[config.mk]
export PLATFORM = sky130hd
export DESIGN_NAME = fp_hdr_proc
export DESIGN_NICKNAME = d
export VERILOG_FILES = /design/src/rtl/fp_pkg.sv /design/src/rtl/fp_hdr_check.sv /design/src/rtl/fp_csum_fix.sv /design/src/rtl/fp_local_tbl.sv /design/src/rtl/fp_hdr_proc.sv
export SDC_FILE = /design/constraint.sdc
export NUM_CORES = 1
export LEC_CHECK = 0
export BUFFER_PORTS_ARGS = -buffer_cell sky130_fd_sc_hd__buf_2
export CORE_MARGIN = 3
export CORE_UTILIZATION = 54
export CTS_CLUSTER_SIZE = 20
export DETAILED_ROUTE_END_ITERATION = 10
export HOLD_SLACK_MARGIN = 0.05
export PLACE_DENSITY = 0.8
export SYNTH_ARGS = -nofsm -noshare
export SYNTH_HDL_FRONTEND = slang
export SYNTH_SLANG_ARGS = --single-unit
export TNS_END_PERCENT = 30
[constraint.sdc]
create_clock -name clk_i -period 3.8 [get_ports clk_i]
set_input_delay 0.38 -clock clk_i [delete_from_list [all_inputs] [get_ports clk_i]]
set_output_delay 0.38 -clock clk_i [all_outputs]
set_load 0.1 [all_outputs]
[src/rtl/fp_pkg.sv]
package fp_pkg;
  localparam int unsigned HDR_W   = 160;
  localparam int unsigned MAC_W   = 48;
  localparam int unsigned IP_W    = 32;
  localparam int unsigned WORDS   = HDR_W / 16;
  localparam logic [15:0] ETYPE_IPV4 = 16'h0800;
  localparam logic [3:0]  IP_VER     = 4'd4;
  localparam logic [3:0]  IHL_PLAIN  = 4'd5;

  // header field positions, first byte at the top
  localparam int unsigned VER_LSB  = 156;
  localparam int unsigned IHL_LSB  = 152;
  localparam int unsigned TTL_LSB  = 88;
  localparam int unsigned CSUM_LSB = 64;
  localparam int unsigned DST_LSB  = 0;
endpackage

[src/rtl/fp_hdr_check.sv]
module fp_hdr_check
  import fp_pkg::*;
(
  input  logic [15:0]      eth_type_i,
  input  logic [HDR_W-1:0] hdr_i,
  output logic             hdr_ok_o,
  output logic             ttl_live_o
);
  logic [19:0] acc;
  logic [16:0] fold1;
  logic [16:0] fold2;
  logic        csum_ok;
  logic [3:0]  ver, ihl;
  logic [7:0]  ttl;

  assign ver = hdr_i[VER_LSB +: 4];
  assign ihl = hdr_i[IHL_LSB +: 4];
  assign ttl = hdr_i[TTL_LSB +: 8];

  always_comb begin
    acc = '0;
    for (int i = 0; i < WORDS; i++) acc = acc + {4'b0, hdr_i[16*i +: 16]};
    fold1 = {1'b0, acc[15:0]} + {13'b0, acc[19:16]};
    fold2 = {1'b0, fold1[15:0]} + {16'b0, fold1[16]};
  end

  assign csum_ok    = (fold2[15:0] == 16'hFFFF);
  assign hdr_ok_o   = (eth_type_i == ETYPE_IPV4) && (ver == IP_VER) &&
                      (ihl == IHL_PLAIN) && csum_ok;
  assign ttl_live_o = (ttl > 8'd1);
endmodule

[src/rtl/fp_csum_fix.sv]
module fp_csum_fix (
  input  logic [15:0] csum_i,
  output logic [15:0] csum_o
);
  // TTL sits in the high byte of its word: -1 in TTL is +0x0100 in the checksum
  logic [16:0] sum;
  assign sum    = {1'b0, csum_i} + 17'h00100;
  assign csum_o = sum[15:0] + {15'b0, sum[16]};
endmodule

[src/rtl/fp_local_tbl.sv]
module fp_local_tbl
  import fp_pkg::*;
#(
  parameter int unsigned NUM_LOCAL = 4,
  parameter int unsigned IDX_W     = $clog2(NUM_LOCAL)
) (
  input  logic            clk_i,
  input  logic            rst_ni,
  input  logic            we_i,
  input  logic [IDX_W-1:0] idx_i,
  input  logic [IP_W-1:0] wr_addr_i,
  input  logic            wr_en_i,
  output logic [IP_W-1:0] rd_addr_o,
  output logic            rd_en_o,
  input  logic [IP_W-1:0] key_i,
  output logic            hit_o
);
  logic [IP_W-1:0]      addr_q [NUM_LOCAL];
  logic [NUM_LOCAL-1:0] en_q;
  logic [NUM_LOCAL-1:0] match;

  for (genvar g = 0; g < NUM_LOCAL; g++) begin : g_ent
    always_ff @(posedge clk_i or negedge rst_ni) begin
      if (!rst_ni) begin
        addr_q[g] <= '0;
        en_q[g]   <= 1'b0;
      end else if (we_i && idx_i == IDX_W'(g)) begin
        addr_q[g] <= wr_addr_i;
        en_q[g]   <= wr_en_i;
      end
    end
    assign match[g] = en_q[g] && (addr_q[g] == key_i);
  end

  assign hit_o     = |match;
  assign rd_addr_o = addr_q[idx_i];
  assign rd_en_o   = en_q[idx_i];

  p_wr_visible_r4: assert property (@(posedge clk_i) disable iff (!rst_ni)
    we_i |=> (idx_i != $past(idx_i)) ||
             (rd_addr_o == $past(wr_addr_i) && rd_en_o == $past(wr_en_i)));

  p_off_no_hit_r5: assert property (@(posedge clk_i) disable iff (!rst_ni)
    (en_q == '0) |-> !hit_o);
endmodule

[src/rtl/fp_hdr_proc.sv]
module fp_hdr_proc
  import fp_pkg::*;
#(
  parameter int unsigned NUM_PORTS   = 4,
  parameter int unsigned NUM_LOCAL   = 4,
  parameter bit          PUNT_TO_CPU = 1'b0,
  parameter int unsigned PORT_W      = $clog2(NUM_PORTS),
  parameter int unsigned LIDX_W      = $clog2(NUM_LOCAL),
  parameter int unsigned VEC_W       = 2 * NUM_PORTS
) (
  input  logic              clk_i,
  input  logic              rst_ni,
  input  logic              hdr_valid_i,
  input  logic              from_cpu_i,
  input  logic [PORT_W-1:0] ingress_i,
  input  logic [15:0]       eth_type_i,
  input  logic [MAC_W-1:0]  eth_dmac_i,
  input  logic [HDR_W-1:0]  ip_hdr_i,
  input  logic              route_hit_i,
  input  logic [PORT_W-1:0] route_port_i,
  input  logic              arp_hit_i,
  input  logic [MAC_W-1:0]  arp_mac_i,
  input  logic              tbl_we_i,
  input  logic [LIDX_W-1:0] tbl_idx_i,
  input  logic [IP_W-1:0]   tbl_wr_addr_i,
  input  logic              tbl_wr_en_i,
  output logic [IP_W-1:0]   tbl_rd_addr_o,
  output logic              tbl_rd_en_o,
  output logic              out_valid_o,
  output logic              out_fwd_o,
  output logic [VEC_W-1:0]  out_ports_o,
  output logic [MAC_W-1:0]  out_dmac_o,
  output logic [7:0]        out_ttl_o,
  output logic [15:0]       out_csum_o
);
  logic       hdr_ok, ttl_live, local_hit, fwd_ok;
  logic [7:0] ttl_in;
  logic [15:0] csum_in, csum_new;
  logic [VEC_W-1:0] fwd_vec, cpu_in_vec, punt_vec, nxt_ports;

  assign ttl_in  = ip_hdr_i[TTL_LSB +: 8];
  assign csum_in = ip_hdr_i[CSUM_LSB +: 16];

  fp_hdr_check i_chk (
    .eth_type_i (eth_type_i),
    .hdr_i      (ip_hdr_i),
    .hdr_ok_o   (hdr_ok),
    .ttl_live_o (ttl_live)
  );

  fp_csum_fix i_fix (
    .csum_i (csum_in),
    .csum_o (csum_new)
  );

  fp_local_tbl #(.NUM_LOCAL(NUM_LOCAL), .IDX_W(LIDX_W)) i_tbl (
    .clk_i     (clk_i),
    .rst_ni    (rst_ni),
    .we_i      (tbl_we_i),
    .idx_i     (tbl_idx_i),
    .wr_addr_i (tbl_wr_addr_i),
    .wr_en_i   (tbl_wr_en_i),
    .rd_addr_o (tbl_rd_addr_o),
    .rd_en_o   (tbl_rd_en_o),
    .key_i     (ip_hdr_i[DST_LSB +: IP_W]),
    .hit_o     (local_hit)
  );

  assign fwd_ok = !from_cpu_i && hdr_ok && ttl_live && !local_hit &&
                  route_hit_i && arp_hit_i;

  assign fwd_vec    = VEC_W'(1) << {route_port_i, 1'b0};
  assign cpu_in_vec = VEC_W'(1) << {ingress_i, 1'b0};

  if (PUNT_TO_CPU) begin : g_punt_cpu
    assign punt_vec = VEC_W'(1) << {ingress_i, 1'b1};
  end else begin : g_punt_drop
    assign punt_vec = '0;
  end

  always_comb begin
    if (!hdr_valid_i)    nxt_ports = '0;
    else if (from_cpu_i) nxt_ports = cpu_in_vec;
    else if (fwd_ok)     nxt_ports = fwd_vec;
    else                 nxt_ports = punt_vec;
  end

  always_ff @(posedge clk_i or negedge rst_ni) begin
    if (!rst_ni) begin
      out_valid_o <= 1'b0;
      out_fwd_o   <= 1'b0;
      out_ports_o <= '0;
      out_dmac_o  <= '0;
      out_ttl_o   <= '0;
      out_csum_o  <= '0;
    end else begin
      out_valid_o <= hdr_valid_i;
      out_fwd_o   <= hdr_valid_i && fwd_ok;
      out_ports_o <= nxt_ports;
      if (hdr_valid_i) begin
        out_dmac_o <= fwd_ok ? arp_mac_i       : eth_dmac_i;
        out_ttl_o  <= fwd_ok ? ttl_in - 8'd1   : ttl_in;
        out_csum_o <= fwd_ok ? csum_new        : csum_in;
      end
    end
  end

  p_onehot_r7: assert property (@(posedge clk_i) disable iff (!rst_ni)
    $onehot0(out_ports_o));

  p_idle_zero_r12: assert property (@(posedge clk_i) disable iff (!rst_ni)
    !out_valid_o |-> (out_ports_o == '0) && !out_fwd_o);

  p_fwd_live_r2: assert property (@(posedge clk_i) disable iff (!rst_ni)
    out_fwd_o |-> (out_ttl_o != 8'd0));

  p_ttl_step_r2: assert property (@(posedge clk_i) disable iff (!rst_ni)
    hdr_valid_i |=> !out_fwd_o || (out_ttl_o == $past(ttl_in) - 8'd1));

  p_miss_keep_r10: assert property (@(posedge clk_i) disable iff (!rst_ni)
    (hdr_valid_i && !route_hit_i) |=>
      !out_fwd_o && out_ttl_o == $past(ttl_in) && out_csum_o == $past(csum_in));

  p_cpu_pass_r11: assert property (@(posedge clk_i) disable iff (!rst_ni)
    (hdr_valid_i && from_cpu_i) |=> !out_fwd_o && $countones(out_ports_o) == 1);
endmodule

; After elaboration in Yosys (flattened, before gate mapping)
; Cells that the tools add are included.
[totals]
regBits = 214
latchBits = 0
mem_bits_rw = 0
mem_bits_ro = 0
input_bits = 318
out_inout_bits = 115
wordCells = 77
memories = 0
[classes]
addsub = 14
mul = 0
n_div = 0
order_cmp = 3
eq_ne = 11
shifts = 2
muxes = 11
n_bitwise = 1
n_reduce_logical = 21
[op_table]
columns = cell, n
row1 = adder 20 x 16 -> 20 bit, 8
row2 = == test 32 bit, 4
row3 = binary-select mux 32 bit (select 2 bit), 1
row4 = 2-to-1 mux 32 bit, 2
row5 = 2-to-1 mux 48 bit, 1
row6 = adder 16 x 1 -> 16 bit, 2
row7 = 2-to-1 mux 8 bit, 4
row8 = adder 16 x 16 -> 17 bit, 1
row9 = adder 16 x 4 -> 17 bit, 1
row10 = "adder 16 x 9 -> 17 bit, second input constant", 1
row11 = logical AND 1 bit, 17
row12 = "== test 16 x 12 -> 1 bit, second input constant", 1
row13 = "== test 16 bit, second input constant", 1
row14 = 2-to-1 mux 16 bit, 1
row15 = "left shift 1 x 3 -> 8 bit, first input constant", 2
row16 = "== test 4 x 3 -> 1 bit, second input constant", 2
row17 = "greater-than comparator 8 x 1 -> 1 bit, second input constant", 1
row18 = "subtractor 8 x 1 -> 8 bit, second input constant", 1
row19 = "== test 2 bit, second input constant", 2
row20 = OR reduction 4 bit, 1
row21 = ">= comparator 3 bit, second input constant", 1
row22 = "less-than comparator 2 x 3 -> 1 bit, second input constant", 1
row23 = inverter 2 -> 3 bit, 1
row24 = binary-select mux 1 bit (select 2 bit), 1
row25 = other kinds (4), 5

; Depth between registers and ports, before layout
; Gate-level depths: netlist of the first run.
[depth]
word_depth = 21
mapped_depth = 48
depth_no_buf = 45

; By module
; Synthesis of the first run repeated with hierarchy kept, for this count alone.
[unflattened]
cells_unflattened = 1490
area_unflattened_um2 = 16092.9
[modules_own_cells]
columns = mod, instances, cells_each, area_per_inst_um2, seq_area_each_um2
row1 = fp_local_tbl, 1, 498, 7078.0, 3303.2
row2 = fp_hdr_check, 1, 476, 4635.7, 0.0
row3 = fp_hdr_proc, 1, 451, 3883.7, 1951.9
row4 = fp_csum_fix, 1, 65, 495.5, 0.0

; Least setup slack after synthesis of the first run
; Ideal clock, no wire load.
[synth_path]
kind = input-to-reg
startpoint = in ip_hdr_i[1]
endpoint = reg out_csum_o[13]
setup_ns = 0.082
arrival_time_ns = 10.417
t_required_ns = 3.718
slack_ns = -6.699
stages = 45
n_path_buf = 2
cell_sequence = clkbuf_1 > inv_1 > fa_1 > nor2b_1 > o21ai_0 > a21boi_0 > o21ai_0 > a21boi_0 > o21ai_0 > a21boi_0 > o21ai_0 > nor2b_1 > xnor2_1 > fa_1 > inv_1 > fa_1 > fa_1 > fa_1 > [... 9 more ...] > inv_1 > fa_1 > nand2b_1 > a211o_1 > nor3_1 > ha_1 > ha_1 > nand3b_1 > or4_1 > nor4_1 > nand3_1 > or4_1 > or4_1 > and4bb_2 > o31ai_2 > buf_6 > or4_1 > a31oi_1
[synth_via]
elab_chain_cells = 19
word_cells_on_any_way = 29
classes_between = add/sub (11) / eq/ne (5) / mux (1) / reduce/logical (12)
[synth_rtl]
columns = item, line
row1 = start: declaration, fp_hdr_proc.sv:18  ; input logic [HDR_W-1:0] ip_hdr_i,
row2 = adder 16 x 16 -> 17 bit, fp_hdr_check.sv:22  ; for (int i = 0; i < WORDS; i++) acc = acc + {4'b0, hdr_i[16*i +: 16]};
row3 = adder 20 x 16 -> 20 bit (8 in a row), fp_hdr_check.sv:22
row4 = adder 16 x 4 -> 17 bit, fp_hdr_check.sv:23  ; fold1 = {1'b0, acc[15:0]} + {13'b0, acc[19:16]};
row5 = adder 16 x 1 -> 16 bit, fp_hdr_check.sv:24  ; fold2 = {1'b0, fold1[15:0]} + {16'b0, fold1[16]};
row6 = == test 16 bit, fp_hdr_check.sv:27  ; assign csum_ok = (fold2[15:0] == 16'hFFFF);
row7 = logical AND 1 bit, fp_hdr_check.sv:29  ; (ihl == IHL_PLAIN) && csum_ok;
row8 = logical AND 1 bit (2 in a row), fp_hdr_proc.sv:69  ; assign fwd_ok = !from_cpu_i && hdr_ok && ttl_live && !local_hit &&
row9 = logical AND 1 bit (*) (2 in a row), fp_hdr_proc.sv:69
row10 = logical AND 1 bit (*), fp_hdr_proc.sv:70  ; route_hit_i && arp_hit_i;
row11 = 2-to-1 mux 16 bit (*), fp_hdr_proc.sv:103  ; out_csum_o <= fwd_ok ? csum_new : csum_in;
row12 = end signal: assignment, fp_hdr_proc.sv:103
row13 = end: declaration, fp_hdr_proc.sv:34  ; output logic [15:0] out_csum_o
; Mark *: on every way between the ends. The rest lies on a longest branch, timed or not.
; A chain may end at the register's enable or synchronous reset.

; Worst setup path after layout of the first run
[layout_path]
startpoint = in ip_hdr_i[0]
endpoint = reg out_csum_o[14]
; The elaborated chain is that of the path after synthesis.

==> results.ini, run 1 <==
[floorplanning]
core_um2 = 29000
die_h_um = 178
initial_core_util = 0.553
num_rows = 62
die_width_um = 178
die_area_um2 = 31800
boundaryPins = 433

[pwr]
comb_power_share = 0.791
power_leakage_nw = 10.5
internal_power_mw = 13.7
pwr-share-seq = 0.113
ir_drop_uv = 1150
switchingPower_mw = 11.9
power.density_nw_per_um2 = 1190
p_sw_frac = 0.464
clockPowerShare = 0.096

[critical_path]
crit_required_ns = 4.23
criticalPathCategory = in2reg
cpMaxStageDelayCell = fa_1
setup.worst_path.end_class = flip-flop
cp_max_fo = 4
crit_path_max_incr_delay_ns = 0.59
critPathLaunch = ip_hdr_i[0]
r2r_start = i_tbl.addr_q[40]
cp.arrival_ns = 10.41
cp-start-kind = input pin

[cts]
clk_pin_slew_ns = 0.06
clockRootBuffer = clkbuf_16
h-tree-depth = 1
cts_buffers = 23
tritoncts = done
clkSinkCount = 210
clk_path_buf_depth = 3
clk_latency_ns = 0.53

[route]
drc = 0
firstDrtPassIters = 5
num_vias = 14400
avgRoutedWirePerCell_um = 22.3
drt-total-wl_um = 55800
drt_iter0_markers = 1081
drtAntennaViolNets = 0
vias_per_cell = 5.74

[yosys]
synth_seq_area_share = 0.327
synth-main-ff-cell = dfrtp_1
synth.avg_cell_area_um2 = 10.9
synth_area_um2 = 16100
ys_warn_count = 0
ys_ff_latch = 210
synth.distinct_cells = 67
synth_edf_count = 0
synth_cells = 1475
async_reset_ff_frac = 1.00

[final_layout]
fill_cells = 2044
final_cell_mix = 423 x buf_2, 222 x buf_4, 210 x dfrtp_1
mostFrequentLayoutCell = buf_2
stdcell_count = 2509
drive_above_1_share = 0.443
ff_latch_area_um2 = 5260
fin_nets = 2584
syn2layout_area_growth_pct = 33.7
fin_util = 0.740
multiInputGateArea_um2 = 10300

[sta]
relSlewSlack = 0.316
finalHoldViolCount = 0
grt_setup_unrepaired = true
setup_viol = 77
finalMaxSlewViolations = 0
worst_slack_ns = -6.18
fmax_mhz = 100
clock_skew_ns = 0.0312
finalCritPeriodShare = 2.63
min_period_ns = 9.98
max_slew.worst_pin.slew_ns = 1.03

[place]
dp_cells = 2434
port_buffers = 428
dp_hpwl_um = 44100
place.gp.congestion = 0.972

[global_routing]
grt_max_degree = 97
antenna_found_initial = 8
grt-ovfl-total = 0
grt_pass1_vias = 14600
grt_use_total = 0.335
grt_pass1_wl_um = 81200

[run_status]
violations = setup timing
outcome = finished, violations left

[job]
max_cap_violations = 0

[hold_path]
min_from = tbl_wr_addr_i[25]
min_path_type = in2reg

layout make-up:
class | count | share of cell area
Inverter | 142 | 0.0248
Tap cell | 384 | 0.0224
Multi-Input combinational cell | 1068 | 0.482
Timing Repair Buffer | 659 | 0.187
Antenna cell | 6 | 0.000700
Sequential cell | 210 | 0.245
Clock buffer | 33 | 0.0318
Clock inverter | 7 | 0.00717
cells by family (layout without fill, tap and decap cells):
logic type / count (synthesis) / after routing / share of synthesized area
mux: 222 / 222 / 0.175
flops: 210 / 210 / 0.327
other cells: 1 / 10 / 0.000234
compound gates: 193 / 195 / 0.0749
fa+ha+maj: 162 / 162 / 0.179
buf+inv: 202 / 841 / 0.0506
simple gates: 325 / 325 / 0.106
xor+xnor: 160 / 160 / 0.0873
registers in the layout, indices dropped and copies added (netlist names):
name,count
i_tbl.addr_q,128
i_tbl.en_q,4
out_csum_o,16
out_dmac_o,48
out_fwd_o,1
out_ports_o,4
out_ttl_o,8
out_valid_o,1
cells in the mapped netlist (all sizes together) (21+ instances only):
library cell / n / area, um2
mux2: 134 / 1510
nor3: 23 / 115
clkbuf: 40 / 151
inv: 142 / 533
dfrtp: 210 / 5260
mux2i: 55 / 551
mux4: 33 / 743
nand3: 30 / 150
ha: 49 / 613
o21ai: 34 / 170
nor4: 40 / 256
nor2: 104 / 390
xnor2: 26 / 228
a31oi: 21 / 131
fa: 113 / 2260
nand2: 27 / 101
xor2: 134 / 1170
a21oi: 76 / 380
through the flow:
step | area (um2) | power (mW) | hold slack (ns) | setup WS (ns) | setup TNS, ns
after global placement | 20100 | 21.8 | 0.487 | -6.65 | -503.90
after global routing | 21500 | 27.3 | 0.121 | -6.57 | -494.11
after detailed placement | 20100 | 22.1 | 0.491 | -6.91 | -522.40
after floorplan | 16200 | 14.0 | 0.0844 | -5.94 | -447.39
after CTS | 21300 | 24.9 | 0.111 | -6.11 | -461.99
final | 21500 | 25.5 | 0.121 | -6.18 | -467.26
worst paths after layout:
kind,slack (ns),to,cells after the start
setup / recovery,-6.18,out_csum_o[14],46
min in group asynchronous,0.47,i_tbl.addr_q[18],2
setup reg to reg,0.16,out_csum_o[14],12
hold / removal,0.12,i_tbl.addr_q[121],2
hold reg to reg,0.50,out_ttl_o[1],1
max in group asynchronous,2.34,i_tbl.en_q[0],3
power groups by stage:
| stage | Sequential, mW | Combinational [mW] | Clock [mW] |
|---|---|---|---|
| 2_1_floorplan | 3.35 | 10.7 | 0 |
| 3_3_place_gp | 2.87 | 18.9 | 0 |
| 3_5_place_dp | 2.90 | 19.2 | 0 |
| 4_1_cts | 2.87 | 19.5 | 2.48 |
| 5_1_grt | 2.91 | 21.8 | 2.57 |
| 6_report | 2.88 | 20.2 | 2.46 |
critical path: cells and delay by family:
kind	cells	cell delay (ns)
AO/OA/AOI/OAI	14	2.22
adder cells (fa/ha/maj)	10	3.43
XOR/XNOR	2	0.34
AND/OR/NAND/NOR	14	3.59
buffers and inverters	6	0.43
layer usage:
layer,up-vias,global-route usage,part of all wire
li1,6418,-,-
met4,4,0.148,0.056
met3,175,0.0573,0.080
met5,-,0,0.00054
met2,691,0.576,0.50
met1,7118,0.415,0.37
repair_timing:
action | 4_1_cts | 5_1_grt
setup buffers | 18 | 7
resized for setup | 32 | 38
endpoints found under the setup margin | 77 | 77
gates cloned | 3 | 0
pin swaps | 29 | 31
hold buffers | 1 | 0
hold endpoints to repair | 92 | 0
Power figures use the tool's default switching activity.
==> run 2, diff against run 1 <==
--- a/config.mk
+++ b/config.mk
@@ -11,7 +11,7 @@
 export CTS_CLUSTER_SIZE = 20
 export DETAILED_ROUTE_END_ITERATION = 10
 export HOLD_SLACK_MARGIN = 0.05
-export PLACE_DENSITY = 0.8
+export PLACE_DENSITY = 0.94
 export SYNTH_ARGS = -nofsm -noshare
 export SYNTH_HDL_FRONTEND = slang
 export SYNTH_SLANG_ARGS = --single-unit
==> run 2 against run 1 <==
  * The flow still finishes with violations (setup timing)
  * Largest power group unchanged
  * Die area did not move
  * Highest routed layer unchanged
  * Via count rose by 10%
  * Clock skew fell by 0.00062 ns
  * Critical endpoint is now out_dmac_o[11]
  * Utilization rose by 2.0 points
  * Sequential share of layout area fell by 0.64 points
==> results.ini, run 2 (same netlist as run 1, synthesis figures left out) <==
[run_status]
violations = setup timing
outcome = finished, violations left

[route]
drc = 0  ; unchanged
avgRoutedWirePerCell_um = 27.0  ; +21%
num_vias = 15900  ; +10%
vias_per_cell = 6.26  ; +9.1%
wl_met2_um = 32100  ; +16%
met1_length_um = 21800  ; +6.2%
drt-total-wl_um = 68600  ; +23%
firstDrtPassIters = 7  ; +2
drtAntennaViolNets = 0  ; unchanged
top_layer = met5
drt_iter0_markers = 2021  ; +87%
dr_wl_met3_um = 8570  ; +92%

[critical_path]
timing.critical_path.mode_cell = buf_4
setup.worst_path.end_class = flip-flop
crit_family = adder cells
criticalPathCategory = in2reg
crit_required_ns = 4.22  ; about the same
cp_max_fo = 6  ; +2
cp-start-kind = input pin
crit_path_max_incr_delay_ns = 0.55  ; -0.04 ns
cpMaxStageDelayCell = fa_1
cp.arrival_ns = 10.73  ; +0.32 ns
cp.buffers_inverters = 17  ; +11

[sta]
grt_setup_unrepaired = true
finalCritPeriodShare = 2.71  ; +0.0868
min_period_ns = 10.31  ; +0.330 ns
holdWs_ns = 0.0259  ; -0.0947 ns
worst_slack_ns = -6.51  ; -0.330 ns
finalMaxSlewViolations = 0  ; unchanged
setup_viol = 77  ; unchanged
finalHoldViolCount = 0  ; unchanged
fmax_mhz = 97.0  ; -3.2%
relSlewSlack = 0.255  ; -0.0617
max_slew.worst_pin.slew_ns = 1.12  ; +0.0902 ns
clock_skew_ns = 0.0306  ; -0.000625 ns

[floorplanning]
boundaryPins = 433  ; unchanged
num_rows = 62  ; unchanged
die_h_um = 178  ; unchanged
core_um2 = 29000  ; unchanged
initial_core_util = 0.553  ; unchanged
die_area_um2 = 31800  ; unchanged
die_width_um = 178  ; unchanged

[place]
dp_hpwl_um = 47000  ; +6.7%
port_buffers = 428  ; unchanged
place_area_um2 = 20100  ; +0.31%
place.gp.congestion = 0.975  ; +0.31%

[final_layout]
mostFrequentLayoutCell = buf_2
drive_above_1_share = 0.463  ; +0.0196
final_cell_mix = 423 x buf_2, 242 x buf_4, 210 x dfrtp_1
stdcell_area_um2 = 22000  ; +2.7%
fin_nets = 2613  ; +1.1%
regMostFlops = i_tbl.addr_q
syn2layout_area_growth_pct = 37.3
fin_util = 0.759  ; +0.0198
reg.largest.list = i_tbl.addr_q (128), out_dmac_o (48), out_csum_o (16)
largest_register_ff_count = 128  ; unchanged

[global_routing]
grt_pass1_wl_um = 95600  ; +18%
grt_use_total = 0.402  ; +0.0670
grt_pass1_vias = 16300  ; +11%
grt_max_degree = 126  ; +30%
grt-ovfl-total = 0  ; unchanged
antenna_found_initial = 14  ; +6

[pwr]
power_leakage_nw = 10.7  ; +1.7%
ir_drop_uv = 1430  ; +25%
power.density_nw_per_um2 = 1220  ; +2.5%
p_total_mw = 26.9  ; +5.3%

[cts]
clkSinkCount = 210  ; unchanged
tritoncts = done
cts_buffers = 22  ; -4.3%
clockRootBuffer = clkbuf_16
clk_path_buf_depth = 3  ; unchanged
clk_pin_slew_ns = 0.07  ; about the same
h-tree-depth = 1  ; unchanged
clk_latency_ns = 0.54  ; about the same

[job]
max_cap_violations = 0  ; unchanged

[hold_path]
min_path_type = in2async

run 2: what timing repair did:
action,in CTS,in global routing
gates cloned,9,1
buffers inserted,33,11
gates resized for setup,55,64
pin swaps,72,37
setup endpoints to repair,77,77
hold buffers,0,0
hold endpoints to repair,0,0
run 2: final timing paths:
path | startpoint | endpoint | cells after the start | slack [ns]
setup / recovery | ip_hdr_i[0] | out_dmac_o[11] | 51 | -6.51
hold / removal | rst_ni | i_tbl.addr_q[0] | 1 | 0.03
setup reg to reg | i_tbl.addr_q[113] | out_dmac_o[11] | 15 | -0.19
hold reg to reg | out_dmac_o[38] | out_dmac_o[38] | 2 | 0.52
max in group asynchronous | rst_ni | out_dmac_o[12] | 2 | 2.59
min in group clk_i | tbl_wr_addr_i[18] | i_tbl.addr_q[18] | 2 | 0.11
run 2: power by group:
group          internal [mW]  total (mW)  leakage, nW  switching [mW]
sequential              2.57        2.91         2.45           0.337
combinational           10.2        21.6         7.86            11.4
clock                   1.34        2.35        0.364            1.00
run 2: per-layer routing:
metal,global-route usage,up-vias
li1,-,6477
met2,0.666,1291
met5,0,-
met1,0.445,7651
met3,0.144,472
met4,0.238,16
run 2: area by class of cell:
cell class                      count  area, um2
Multi-Input combinational cell   1067      10500
Fill cell                        1713       6980
Sequential cell                   210       5260
Timing Repair Buffer              690       4440
Clock buffer                       29        607
Inverter                          142        533
Tap cell                          384        480
Clock inverter                     10        161
Antenna cell                        8       20.0
run 2: stage by stage:
step	setup slack, ns	cells	TNS, ns
floorplan	-5.94	1478	-447.39
global placement	-6.58	2439	-502.75
detailed placement	-6.89	2439	-522.94
CTS	-6.26	2520	-472.69
global route	-7.02	2535	-511.51
finish	-6.51	2540	-483.93
==> run 3, diff against run 2 <==
--- a/config.mk
+++ b/config.mk
@@ -7,11 +7,11 @@
 export LEC_CHECK = 0
 export BUFFER_PORTS_ARGS = -buffer_cell sky130_fd_sc_hd__buf_2
 export CORE_MARGIN = 3
-export CORE_UTILIZATION = 54
+export CORE_UTILIZATION = 59
 export CTS_CLUSTER_SIZE = 20
 export DETAILED_ROUTE_END_ITERATION = 10
 export HOLD_SLACK_MARGIN = 0.05
-export PLACE_DENSITY = 0.94
+export PLACE_DENSITY = 0.95
 export SYNTH_ARGS = -nofsm -noshare
 export SYNTH_HDL_FRONTEND = slang
 export SYNTH_SLANG_ARGS = --single-unit
==> constraint.sdc (replaced) <==
create_clock -name clk_i -period 13.4 [get_ports clk_i]
set_input_delay 1.34 -clock clk_i [delete_from_list [all_inputs] [get_ports clk_i]]
set_output_delay 1.34 -clock clk_i [all_outputs]
set_load 0.1 [all_outputs]
==> run 3 against run 2 <==
  * The flow now finishes without violations
  * Routed wire length decreased by 21%
  * Non-clock buffer count decreased by 252
  * Register-to-register slack improved by 9.5 ns
  * Global-route usage decreased by 4.1 points
  * First-iteration DRC count decreased by 33%
  * Die area decreased by 8.2%
  * Sequential power decreased by 72%
  * Setup slack improved by 7.3 ns
  * Final area decreased by 13%
==> results.ini, run 3 (same netlist as run 1, synthesis figures left out) <==
[sta]
finalCritPeriodShare = 0.940
fmax_mhz = 79.4
setup_viol = 0  ; -100%
holdWs_ns = 0.514  ; +0.488 ns
finalHoldViolCount = 0  ; unchanged
finalMaxSlewViolations = 0  ; unchanged
clock_skew_ns = 0.0212  ; -0.00945 ns
min_period_ns = 12.60
max_slew.worst_pin.slew_ns = 1.08  ; -0.0311 ns
grt_setup_unrepaired = false
totalNegativeSetupSlack_ns = 0  ; +483.93 ns
relSlewSlack = 0.277  ; +0.0223
worst_slack_ns = 0.802  ; +7.31 ns

[route]
drt_iter0_markers = 1353  ; -33%
vias_per_cell = 6.23  ; -0.58%
drc = 0  ; unchanged
drtAntennaViolNets = 0  ; unchanged
num_vias = 13900  ; -12%
drt-total-wl_um = 54400  ; -21%
avgRoutedWirePerCell_um = 24.3  ; -9.9%
firstDrtPassIters = 5  ; -2

[pwr]
switchingPower_mw = 2.94  ; -77%
internal_power_mw = 2.54  ; -82%
ir_drop_uv = 338  ; -76%
pwr-share-seq = 0.150  ; +0.042
clockPowerShare = 0.109  ; +0.022
p_sw_frac = 0.536  ; +0.0626
power.density_nw_per_um2 = 286  ; -77%
comb_power_share = 0.741  ; -0.063
power_leakage_nw = 9.23  ; -13%

[final_layout]
mostFrequentLayoutCell = buf_2
syn2layout_area_growth_pct = 19.3
multiInputGateArea_um2 = 10000  ; -5.0%
final_cell_mix = 426 x buf_2, 210 x dfrtp_1, 142 x inv_1
stdcell_area_um2 = 19200  ; -13%
reg.largest.list = i_tbl.addr_q (128), out_dmac_o (48), out_csum_o (16)
fill_cells = 1783  ; +4.1%
ff_latch_area_um2 = 5260  ; unchanged
fin_nets = 2361  ; -9.6%
drive_above_1_share = 0.344  ; -0.119
regMostFlops = i_tbl.addr_q
largest_register_ff_count = 128  ; unchanged

[critical_path]
criticalPathCategory = in2reg
cp.arrival_ns = 13.03  ; +2.30 ns
r2r-end = out_dmac_o[1]
cpMaxStageDelayCell = fa_1
crit_path_max_incr_delay_ns = 0.56  ; about the same
r2r_slack_ns = 9.26  ; +9.45 ns
timing.critical_path.mode_cell = fa_1
r2r_start = i_tbl.addr_q[59]
r2r_cells = 12  ; -3
cp_max_fo = 55  ; +49
setup.worst_path.end_class = flip-flop
crit_required_ns = 13.83  ; +9.61 ns
cp-start-kind = input pin

[floorplanning]
num_rows = 59  ; -4.8%
die_width_um = 171  ; -4.2%
die_h_um = 171  ; -4.2%
die_area_um2 = 29200  ; -8.2%
initial_core_util = 0.607  ; +0.0541
boundaryPins = 433  ; unchanged
core_um2 = 26400  ; -8.9%

[cts]
postCtsSetupBuffers = 0  ; -100%
postCtsHoldBufs = 0  ; unchanged
tritoncts = done
clk_path_buf_depth = 3  ; unchanged
h-tree-depth = 1  ; unchanged
clkSinkCount = 210  ; unchanged
clk_pin_slew_ns = 0.06  ; about the same
cts_resized = 0  ; -100%
clk_latency_ns = 0.53  ; about the same
cts_buffers = 23  ; +4.5%
clockRootBuffer = clkbuf_16

[global_routing]
grt_max_degree = 132  ; +4.8%
antenna_found_initial = 12  ; -2
grt-ovfl-total = 0  ; unchanged
grt_use_total = 0.362  ; -0.0405
grt_pass1_wl_um = 80700  ; -16%
grt_pass1_vias = 14400  ; -11%

[run_status]
outcome = completed

[place]
port_buffers = 428  ; unchanged
dp_hpwl_um = 42800  ; -9.0%
place_area_um2 = 18400  ; -8.3%
pre_cts_slack_ns = 0.489  ; +7.38 ns
place.gp.congestion = 0.992  ; +1.7%

[hold_path]
min_from = out_ttl_o[1]
min_to = out_ttl_o[1]
min_path_type = reg2reg
hold_depth = 1

[job]
max_cap_violations = 0  ; unchanged

-- run 3: changes by cell type in the layout (fill, tap and decap cells not counted), moves of 8 or more --
| cell | before | now |
|---|---|---|
| buf_4 | 242 | 11 |
| o21ai_0 | 20 | 34 |
| a21oi_1 | 65 | 76 |
| mux2i_1 | 44 | 55 |
| a21oi_2 | 10 | 0 |
| ha_1 | 40 | 49 |
| o21ai_1 | 9 | 0 |
| buf_12 | 8 | 0 |
-- run 3: worst max-delay path by stage --
stage / startpoint / endpoint / slack (ns)
2_1_floorplan: ip_hdr_i[1] / out_csum_o[13] / 1.94
3_3_place_gp: ip_hdr_i[0] / out_ttl_o[2] / 0.89
3_5_place_dp: ip_hdr_i[0] / out_ttl_o[2] / 0.49
4_1_cts: ip_hdr_i[0] / out_ttl_o[2] / 1.01
5_1_grt: ip_hdr_i[0] / out_ttl_o[2] / 0.22
6_report: ip_hdr_i[0] / out_ttl_o[2] / 0.80
-- run 3: power groups by stage --
stage	clock network (mW)	registers [mW]	logic, mW
2_1_floorplan	0	0.949	2.92
3_3_place_gp	0	0.815	3.78
3_5_place_dp	0	0.828	3.95
4_1_cts	0.595	0.820	3.99
5_1_grt	0.626	0.831	4.42
6_report	0.596	0.823	4.06
-- run 3: layout make-up --
cell class	instances	area share
diodes	8	0.00105
clock buffers	36	0.0336
clock inverters	4	0.00216
inverters	142	0.0278
multi-input cells	1066	0.523
flip-flops and latches	210	0.274
well taps	335	0.0219
repair buffers	438	0.116
-- run 3: metrics by stage --
stage	total power [mW]	std cells	util
2_1_floorplan	3.87	1478	-
5_1_grt	5.88	2237	0.725
6_report	5.48	2239	0.725
4_1_cts	5.40	2231	0.724
3_5_place_dp	4.78	2191	0.698
3_3_place_gp	4.60	2191	0.698
-- run 3: per-layer routing --
metal / wire length, um / up-vias / global-route usage
met1: 19000 / 6824 / 0.434
li1: - / 5964 / -
met2: 26300 / 904 / 0.602
met3: 5210 / 240 / 0.0793
met4: 3930 / 8 / 0.214
met5: 46 / - / 0
-- run 3: worst max-delay path: cells and delay by family --
family                   cells  cell delay (ns)
AO/OA/AOI/OAI               14             2.84
XOR/XNOR                     2             0.54
AND/OR/NAND/NOR             14             3.66
buffers and inverters        6             0.98
adder cells (fa/ha/maj)     10             3.65
